===== config.mk =====
export PLATFORM = sky130hd
export DESIGN_NAME = seg_reloc_unit
export DESIGN_NICKNAME = d
export VERILOG_FILES = /design/src/rtl/seg_reloc_pkg.sv /design/src/rtl/seg_map_regs.sv /design/src/rtl/seg_xlate.sv /design/src/rtl/seg_rsp_reg.sv /design/src/rtl/seg_reloc_unit.sv
export SDC_FILE = /design/constraint.sdc
export NUM_CORES = 1
export LEC_CHECK = 0
export ABC_AREA = 1
export BUFFER_PORTS_ARGS = -buffer_cell sky130_fd_sc_hd__buf_2
export CAP_MARGIN = 0
export CORE_ASPECT_RATIO = 0.6
export CORE_MARGIN = 3
export CORE_UTILIZATION = 55
export CTS_CLUSTER_DIAMETER = 100
export DETAILED_ROUTE_END_ITERATION = 7
export PLACE_DENSITY_LB_ADDON = 0.25
export SYNTH_ARGS = -nofsm -noshare
export SYNTH_HDL_FRONTEND = slang
export SYNTH_SLANG_ARGS = --single-unit

===== constraint.sdc =====
create_clock -name clk_i -period 2.5 [get_ports clk_i]
set_input_delay 0.5 -clock clk_i [delete_from_list [all_inputs] [get_ports clk_i]]
set_output_delay 0.5 -clock clk_i [all_outputs]
set_load 0.01 [all_outputs]

===== src/rtl/seg_reloc_pkg.sv =====
package seg_reloc_pkg;
  typedef enum logic [1:0] {
    FLT_NONE  = 2'b00,
    FLT_BOUND = 2'b01,
    FLT_WPROT = 2'b10
  } fault_e;

  typedef enum logic [1:0] {
    FLD_BASE  = 2'd0,
    FLD_BOUND = 2'd1,
    FLD_PROT  = 2'd2,
    FLD_MODE  = 2'd3
  } cfg_fld_e;
endpackage


===== src/rtl/seg_map_regs.sv =====
module seg_map_regs #(
  parameter int ADDR_W   = 32,
  parameter int SEG_BITS = 2,
  localparam int NUM_SEG = 1 << SEG_BITS
) (
  input  logic                             clk_i,
  input  logic                             rst_ni,
  input  logic                             kernel_i,
  input  logic                             we_i,
  input  logic [1:0]                       field_i,
  input  logic [SEG_BITS-1:0]              seg_i,
  input  logic [ADDR_W-1:0]                wdata_i,
  output logic [NUM_SEG-1:0][ADDR_W-1:0]   base_o,
  output logic [NUM_SEG-1:0][ADDR_W-1:0]   bound_o,
  output logic [NUM_SEG-1:0]               ro_o,
  output logic                             reloc_en_o,
  output logic                             priv_err_o
);
  import seg_reloc_pkg::*;

  logic     wr_ok;
  logic     wr_bad;
  cfg_fld_e fld;

  assign fld    = cfg_fld_e'(field_i);
  assign wr_ok  = we_i & kernel_i;
  assign wr_bad = we_i & ~kernel_i;

  for (genvar s = 0; s < NUM_SEG; s++) begin : g_seg
    logic hit;
    assign hit = wr_ok && (seg_i == SEG_BITS'(s));

    always_ff @(posedge clk_i or negedge rst_ni) begin
      if (!rst_ni) begin
        base_o[s]  <= '0;
        bound_o[s] <= '0;
        ro_o[s]    <= 1'b0;
      end else if (hit) begin
        case (fld)
          FLD_BASE:  base_o[s]  <= wdata_i;
          FLD_BOUND: bound_o[s] <= wdata_i;
          FLD_PROT:  ro_o[s]    <= wdata_i[0];
          default: ;
        endcase
      end
    end
  end

  always_ff @(posedge clk_i or negedge rst_ni) begin
    if (!rst_ni) begin
      reloc_en_o <= 1'b0;
      priv_err_o <= 1'b0;
    end else begin
      priv_err_o <= wr_bad;
      if (wr_ok && fld == FLD_MODE) reloc_en_o <= wdata_i[0];
    end
  end


  user_wr_locked_chk: assert property (@(posedge clk_i) disable iff (!rst_ni)
    wr_bad |=> $stable(reloc_en_o) && $stable(base_o) && $stable(bound_o) && $stable(ro_o));


  kernel_no_err_chk: assert property (@(posedge clk_i) disable iff (!rst_ni)
    (we_i && kernel_i) |=> !priv_err_o);


  err_pulse_chk: assert property (@(posedge clk_i) disable iff (!rst_ni)
    priv_err_o |-> $past(we_i) && !$past(kernel_i));
endmodule


===== src/rtl/seg_xlate.sv =====
module seg_xlate #(
  parameter int ADDR_W   = 32,
  parameter int SEG_BITS = 2,
  localparam int NUM_SEG = 1 << SEG_BITS,
  localparam int OFF_W   = ADDR_W - SEG_BITS
) (
  input  logic [ADDR_W-1:0]                addr_i,
  input  logic                             write_i,
  input  logic                             reloc_en_i,
  input  logic [NUM_SEG-1:0][ADDR_W-1:0]   base_i,
  input  logic [NUM_SEG-1:0][ADDR_W-1:0]   bound_i,
  input  logic [NUM_SEG-1:0]               ro_i,
  output logic [ADDR_W-1:0]                paddr_o,
  output seg_reloc_pkg::fault_e            fault_o
);
  import seg_reloc_pkg::*;

  logic [SEG_BITS-1:0] seg;
  logic [ADDR_W-1:0]   off;
  logic [ADDR_W-1:0]   sum;
  logic                over;
  logic                wprot;

  assign seg   = addr_i[ADDR_W-1 -: SEG_BITS];
  assign off   = {{SEG_BITS{1'b0}}, addr_i[OFF_W-1:0]};
  // adder and comparator work side by side; the fault selects which survives
  assign sum   = base_i[seg] + off;
  assign over  = off >= bound_i[seg];
  assign wprot = write_i & ro_i[seg];

  always_comb begin
    paddr_o = '0;
    fault_o = FLT_NONE;
    if (!reloc_en_i) begin
      paddr_o = addr_i;
    end else if (over) begin
      fault_o = FLT_BOUND;
    end else if (wprot) begin
      fault_o = FLT_WPROT;
    end else begin
      paddr_o = sum;
    end
  end
endmodule


===== src/rtl/seg_rsp_reg.sv =====
module seg_rsp_reg #(
  parameter int ADDR_W = 32
) (
  input  logic                  clk_i,
  input  logic                  rst_ni,
  input  logic                  valid_i,
  input  logic [ADDR_W-1:0]     paddr_i,
  input  seg_reloc_pkg::fault_e fault_i,
  output logic                  valid_o,
  output logic [ADDR_W-1:0]     paddr_o,
  output logic [1:0]            fault_o
);
  import seg_reloc_pkg::*;

  always_ff @(posedge clk_i or negedge rst_ni) begin
    if (!rst_ni) begin
      valid_o <= 1'b0;
      paddr_o <= '0;
      fault_o <= FLT_NONE;
    end else begin
      valid_o <= valid_i;
      paddr_o <= valid_i ? paddr_i : '0;
      fault_o <= valid_i ? fault_i : FLT_NONE;
    end
  end


  fault_zero_pa_chk: assert property (@(posedge clk_i) disable iff (!rst_ni)
    (fault_o != 2'b00) |-> (paddr_o == '0));


  idle_quiet_chk: assert property (@(posedge clk_i) disable iff (!rst_ni)
    !valid_o |-> (paddr_o == '0) && (fault_o == 2'b00));


  fault_code_legal_chk: assert property (@(posedge clk_i) disable iff (!rst_ni)
    fault_o != 2'b11);
endmodule


===== src/rtl/seg_reloc_unit.sv =====
module seg_reloc_unit #(
  parameter int ADDR_W   = 32,
  parameter int SEG_BITS = 2
) (
  input  logic                clk_i,
  input  logic                rst_ni,
  input  logic                kernel_i,
  input  logic                cfg_we_i,
  input  logic [1:0]          cfg_field_i,
  input  logic [SEG_BITS-1:0] cfg_seg_i,
  input  logic [ADDR_W-1:0]   cfg_wdata_i,
  input  logic                req_valid_i,
  input  logic [ADDR_W-1:0]   req_addr_i,
  input  logic                req_write_i,
  output logic                rsp_valid_o,
  output logic [ADDR_W-1:0]   rsp_paddr_o,
  output logic [1:0]          rsp_fault_o,
  output logic                priv_err_o
);
  import seg_reloc_pkg::*;

  localparam int NUM_SEG = 1 << SEG_BITS;

  logic [NUM_SEG-1:0][ADDR_W-1:0] base;
  logic [NUM_SEG-1:0][ADDR_W-1:0] bound;
  logic [NUM_SEG-1:0]             ro;
  logic                           reloc_en;
  logic [ADDR_W-1:0]              xl_paddr;
  fault_e                         xl_fault;

  seg_map_regs #(.ADDR_W(ADDR_W), .SEG_BITS(SEG_BITS)) u_map (
    .clk_i      (clk_i),
    .rst_ni     (rst_ni),
    .kernel_i   (kernel_i),
    .we_i       (cfg_we_i),
    .field_i    (cfg_field_i),
    .seg_i      (cfg_seg_i),
    .wdata_i    (cfg_wdata_i),
    .base_o     (base),
    .bound_o    (bound),
    .ro_o       (ro),
    .reloc_en_o (reloc_en),
    .priv_err_o (priv_err_o)
  );

  seg_xlate #(.ADDR_W(ADDR_W), .SEG_BITS(SEG_BITS)) u_xlate (
    .addr_i     (req_addr_i),
    .write_i    (req_write_i),
    .reloc_en_i (reloc_en),
    .base_i     (base),
    .bound_i    (bound),
    .ro_i       (ro),
    .paddr_o    (xl_paddr),
    .fault_o    (xl_fault)
  );

  seg_rsp_reg #(.ADDR_W(ADDR_W)) u_rsp (
    .clk_i   (clk_i),
    .rst_ni  (rst_ni),
    .valid_i (req_valid_i),
    .paddr_i (xl_paddr),
    .fault_i (xl_fault),
    .valid_o (rsp_valid_o),
    .paddr_o (rsp_paddr_o),
    .fault_o (rsp_fault_o)
  );


  bypass_pass_chk: assert property (@(posedge clk_i) disable iff (!rst_ni)
    (req_valid_i && !reloc_en) |=>
      (rsp_paddr_o == $past(req_addr_i)) && (rsp_fault_o == 2'b00));


  rsp_latency_chk: assert property (@(posedge clk_i) disable iff (!rst_ni)
    req_valid_i |=> rsp_valid_o);
endmodule


==> flow_summary_export.csv <==
group,metric,value,unit
min_path,whs_path_depth,2,
clock_network,numClockSinks,297,
die,initial_core_util,0.565,
clock_network,h-tree-depth,1,
synthesis,yosysMostFrequentCell,"nand2_1",
synthesis,yosys_register_bits,297,
sta,setup_viol,0,
power,power,14500,µW
power,vdd_drop_max,0.000562,V
clock_network,cts_tree,"yes",
sta,clock_skew,0.0138,ns
synthesis,synth_flop_cell,"dfrtp_1",
routing,wire_per_inst,19.2,µm
die,die_h,137,µm
global_route,grt_max_degree,90,
critical_path,r2r-start,"u_map.base_o[52]$_DFFE_PN0P_",
sta,rsz0062_at_grt,"yes",
global_route,track_usage,0.316,
power,seq_power_share,0.427,
clock_network,cts_buffer_depth,3,
sta,slew_viol_final,0,
critical_path,cpMaxStageDelayCell,"ha_1",
power,pwr-share-comb,0.284,
finish,drive_gt1_frac,0.206,
job,maxCapViolations,0,
sta,slew_headroom,0.639,
min_path,worstHoldEndpoint,"u_map.priv_err_o$_DFF_PN0_",
routing,first_pass_iters,5,
power,p_sw,4810,µW
routing,post_drt_via_cell_ratio,5.81,
sta,hold_viol,0,
critical_path,path_cells,"buf_6 > clkinv_8 > buf_12 > buf_4 > a32o_1 > ha_1 > nand2_1 > nor2_1 > nand4_1 > nor2_1 > nand2_2 > inv_1 > nor2_4 > buf_12 > nand2_1 > a21oi_2",
routing,postRouteAntennaNets,0,
synthesis,synth_cell_type_count,39,
power,p_per_area,747,nW/µm²
synthesis,synthArstFlopShare,1.00,
critical_path,reg2reg_to,"u_rsp.paddr_o[29]$_DFF_PN0_",
synthesis,yosys-top-cells-count,"nand2_1, o21ai_0, dfrtp_1",
critical_path,required,2.94,ns
power,swShare,0.332,
finish,fillers,2238,
global_route,grt_pass1_vias,13443,
critical_path,end_kind,"flip-flop",
die,die_x,224,µm
power,p_int,9690,µW
critical_path,crit_buf_inv,6,
synthesis,synth_top_cell_area_share,0.473,
synthesis,synth_warnings,0,
routing,route.detailed.drc,0,
synthesis,yosysTopAreaCell,"dfrtp_1",
critical_path,path_max_fanout,15,
finish,synthToLayoutAreaGrowth,23.5,%
sta,fin_setup_tns,0,ns
global_route,overflow,0,
sta,fin_crit,2.44,ns
placement,hpwl,33.8,mm
critical_path,arrival,2.89,ns
finish,diodes,0,
critical_path,cp_top_family,"simple AND/OR/NAND/NOR gates",
critical_path,cpPeakStageDelay,0.30,ns
outcome,status,"finished, final reports clean",
min_path,hold_class,"in -> reg",
global_route,grt_pass1_wl,75.4,mm
placement,finalWeightedCongestion,0.968,
critical_path,r2r_slack,0.07,ns
clock_network,clkSlewWorstSetupHoldPaths,0.06,ns
synthesis,synth.area.top_cells,"dfrtp_1, nand2_1, o21ai_0",
sta,max_clock_freq,409,MHz
sta,fin_ws,0.0551,ns
die,rows,47,
routing,vias,15294,
placement,dpl_worst_slack,-0.742,ns
power,power_leakage,0.00975,µW
placement,port_buffers,109,
synthesis,synth.avg_cell_area,7.66,µm²
critical_path,crit_type,"in -> reg",
finish,fin_nets,2383,
synthesis,synth_cells,2050,
global_route,antenna_found_initial,1,
routing,wl,50.6,mm
synthesis,synth-edff-count,0,
critical_path,cp-start-kind,"primary input",
sta,min_period_over_period,0.978,
clock_network,clockRootBuffer,"clkbuf_16",
sta,worst_slew_pin_slew,0.538,ns
clock_network,cts_buffers,27,
die,num_io_pins,110,
die,die_area,30700,µm²
min_path,hp-start,"kernel_i",
synthesis,synthesis.area,15700,µm²
synthesis,yosysSeqAreaShare,0.473,
routing,drt_iter0_markers,1901,
synthesis,syn-num-nets,2185,
critical_path,r2r_cells,13,
die,core_region_area,27800,µm²
clock_network,insertion_delay,0.58,ns
power,p_clk_frac,0.289,
## routing by layer
layer	global-route usage	wire length (µm)
met1	0.510	23300
met2	0.421	19700
met3	0.0971	6980
met4	0.0430	602
met5	0	0
## area by class of cell
class | count | area, µm² | area share
Sequential cell | 297 | 7430 | 0.383
Tap cell | 367 | 459 | 0.0237
Timing Repair Buffer | 269 | 2150 | 0.111
Multi-Input combinational cell | 1478 | 7780 | 0.401
Inverter | 174 | 692 | 0.0357
Clock inverter | 12 | 138 | 0.00709
Clock buffer | 35 | 736 | 0.0379
Timing Repair inverter | 1 | 11.3 | 0.000580
## worst max path at each step
stage	from	to	slack, ns	depth (start not counted)
after floorplan	req_addr_i[30]	u_rsp.paddr_o[16]$_DFF_PN0_	-0.10	21
after global placement	req_addr_i[30]	u_rsp.paddr_o[29]$_DFF_PN0_	-0.73	18
after detailed placement	req_addr_i[30]	u_rsp.paddr_o[29]$_DFF_PN0_	-0.74	18
after CTS	req_addr_i[30]	u_rsp.paddr_o[22]$_DFF_PN0_	-0.002	16
after global routing	u_map.base_o[76]$_DFFE_PN0P_	u_rsp.paddr_o[21]$_DFF_PN0_	-0.06	16
final	req_addr_i[31]	u_rsp.paddr_o[2]$_DFF_PN0_	0.06	16
## power groups by stage
| stage | clock network (µW) | registers, µW | logic [µW] |
|---|---|---|---|
| global route | 4430 | 6280 | 4550 |
| finish | 4190 | 6200 | 4110 |
| floorplan | 0 | 6130 | 2240 |
| detailed placement | 0 | 6230 | 3650 |
| global placement | 0 | 6210 | 3540 |
| CTS | 4240 | 6160 | 3710 |
## registers in the layout, indices dropped and copies added, names as in the netlist
| name | cells |
|---|---|
| u_map.ro_o | 4 |
| u_rsp.valid_o | 1 |
| u_map.bound_o | 128 |
| u_rsp.fault_o | 2 |
| u_map.reloc_en_o | 1 |
| u_rsp.paddr_o | 32 |
| u_map.priv_err_o | 1 |
| u_map.base_o | 128 |
## repair_timing
item                                    in CTS  in global routing
endpoints found under the hold margin       20                  0
pin swaps                                    1                 35
gates cloned                                 1                  5
resized for setup                           10                153
hold buffers                                 1                  0
buffers inserted                             1                 12
endpoints found under the setup margin      25                 34
## kinds of logic after synthesis
family,count (synthesis),synth area share
AND/OR/NAND/NOR,877,0.222
buffers and inverters,277,0.0683
flip-flops,297,0.473
AO/OA/AOI/OAI,536,0.187
XOR/XNOR,2,0.00112
adder cells (fa/ha/maj),61,0.0491
## layout by cell type, fill, tap and decap left out, types with 3 or more instances in the layout
master     instances
nor2_1           155
a31oi_1            3
nand2_1          584
nand3_2           11
clkbuf_1           5
buf_4            127
buf_6              4
nor2_4             5
a21oi_2           19
ha_4              15
clkbuf_16         30
buf_12            24
ha_1              41
nor2_2            21
o21ai_2            5
inv_1            163
a21oi_1           77
a32o_1            28
o21ai_1          100
nand4_1            5
dfrtp_1          297
nand3_4            3
nor3_1             3
ha_2               4
nor3_2             5
o21ai_0          264
o22ai_1           22
inv_2              7
buf_8              4
nand3b_1           4
o22ai_2            9
nand2_2           43
buf_2            106
clkinv_2           6
nand3_1           36
clkbuf_8           3
## metrics by stage
step	hold slack (ns)	utilization	cells	cell area, µm²
after floorplan	0.204	-	2050	15900
after global placement	0.365	0.637	2566	17700
after global routing	0.162	0.698	2633	19400
after detailed placement	0.366	0.637	2566	17700
after CTS	0.150	0.671	2616	18700
final	0.182	0.698	2633	19400
Note: power is estimated with default switching activity, not from simulation.
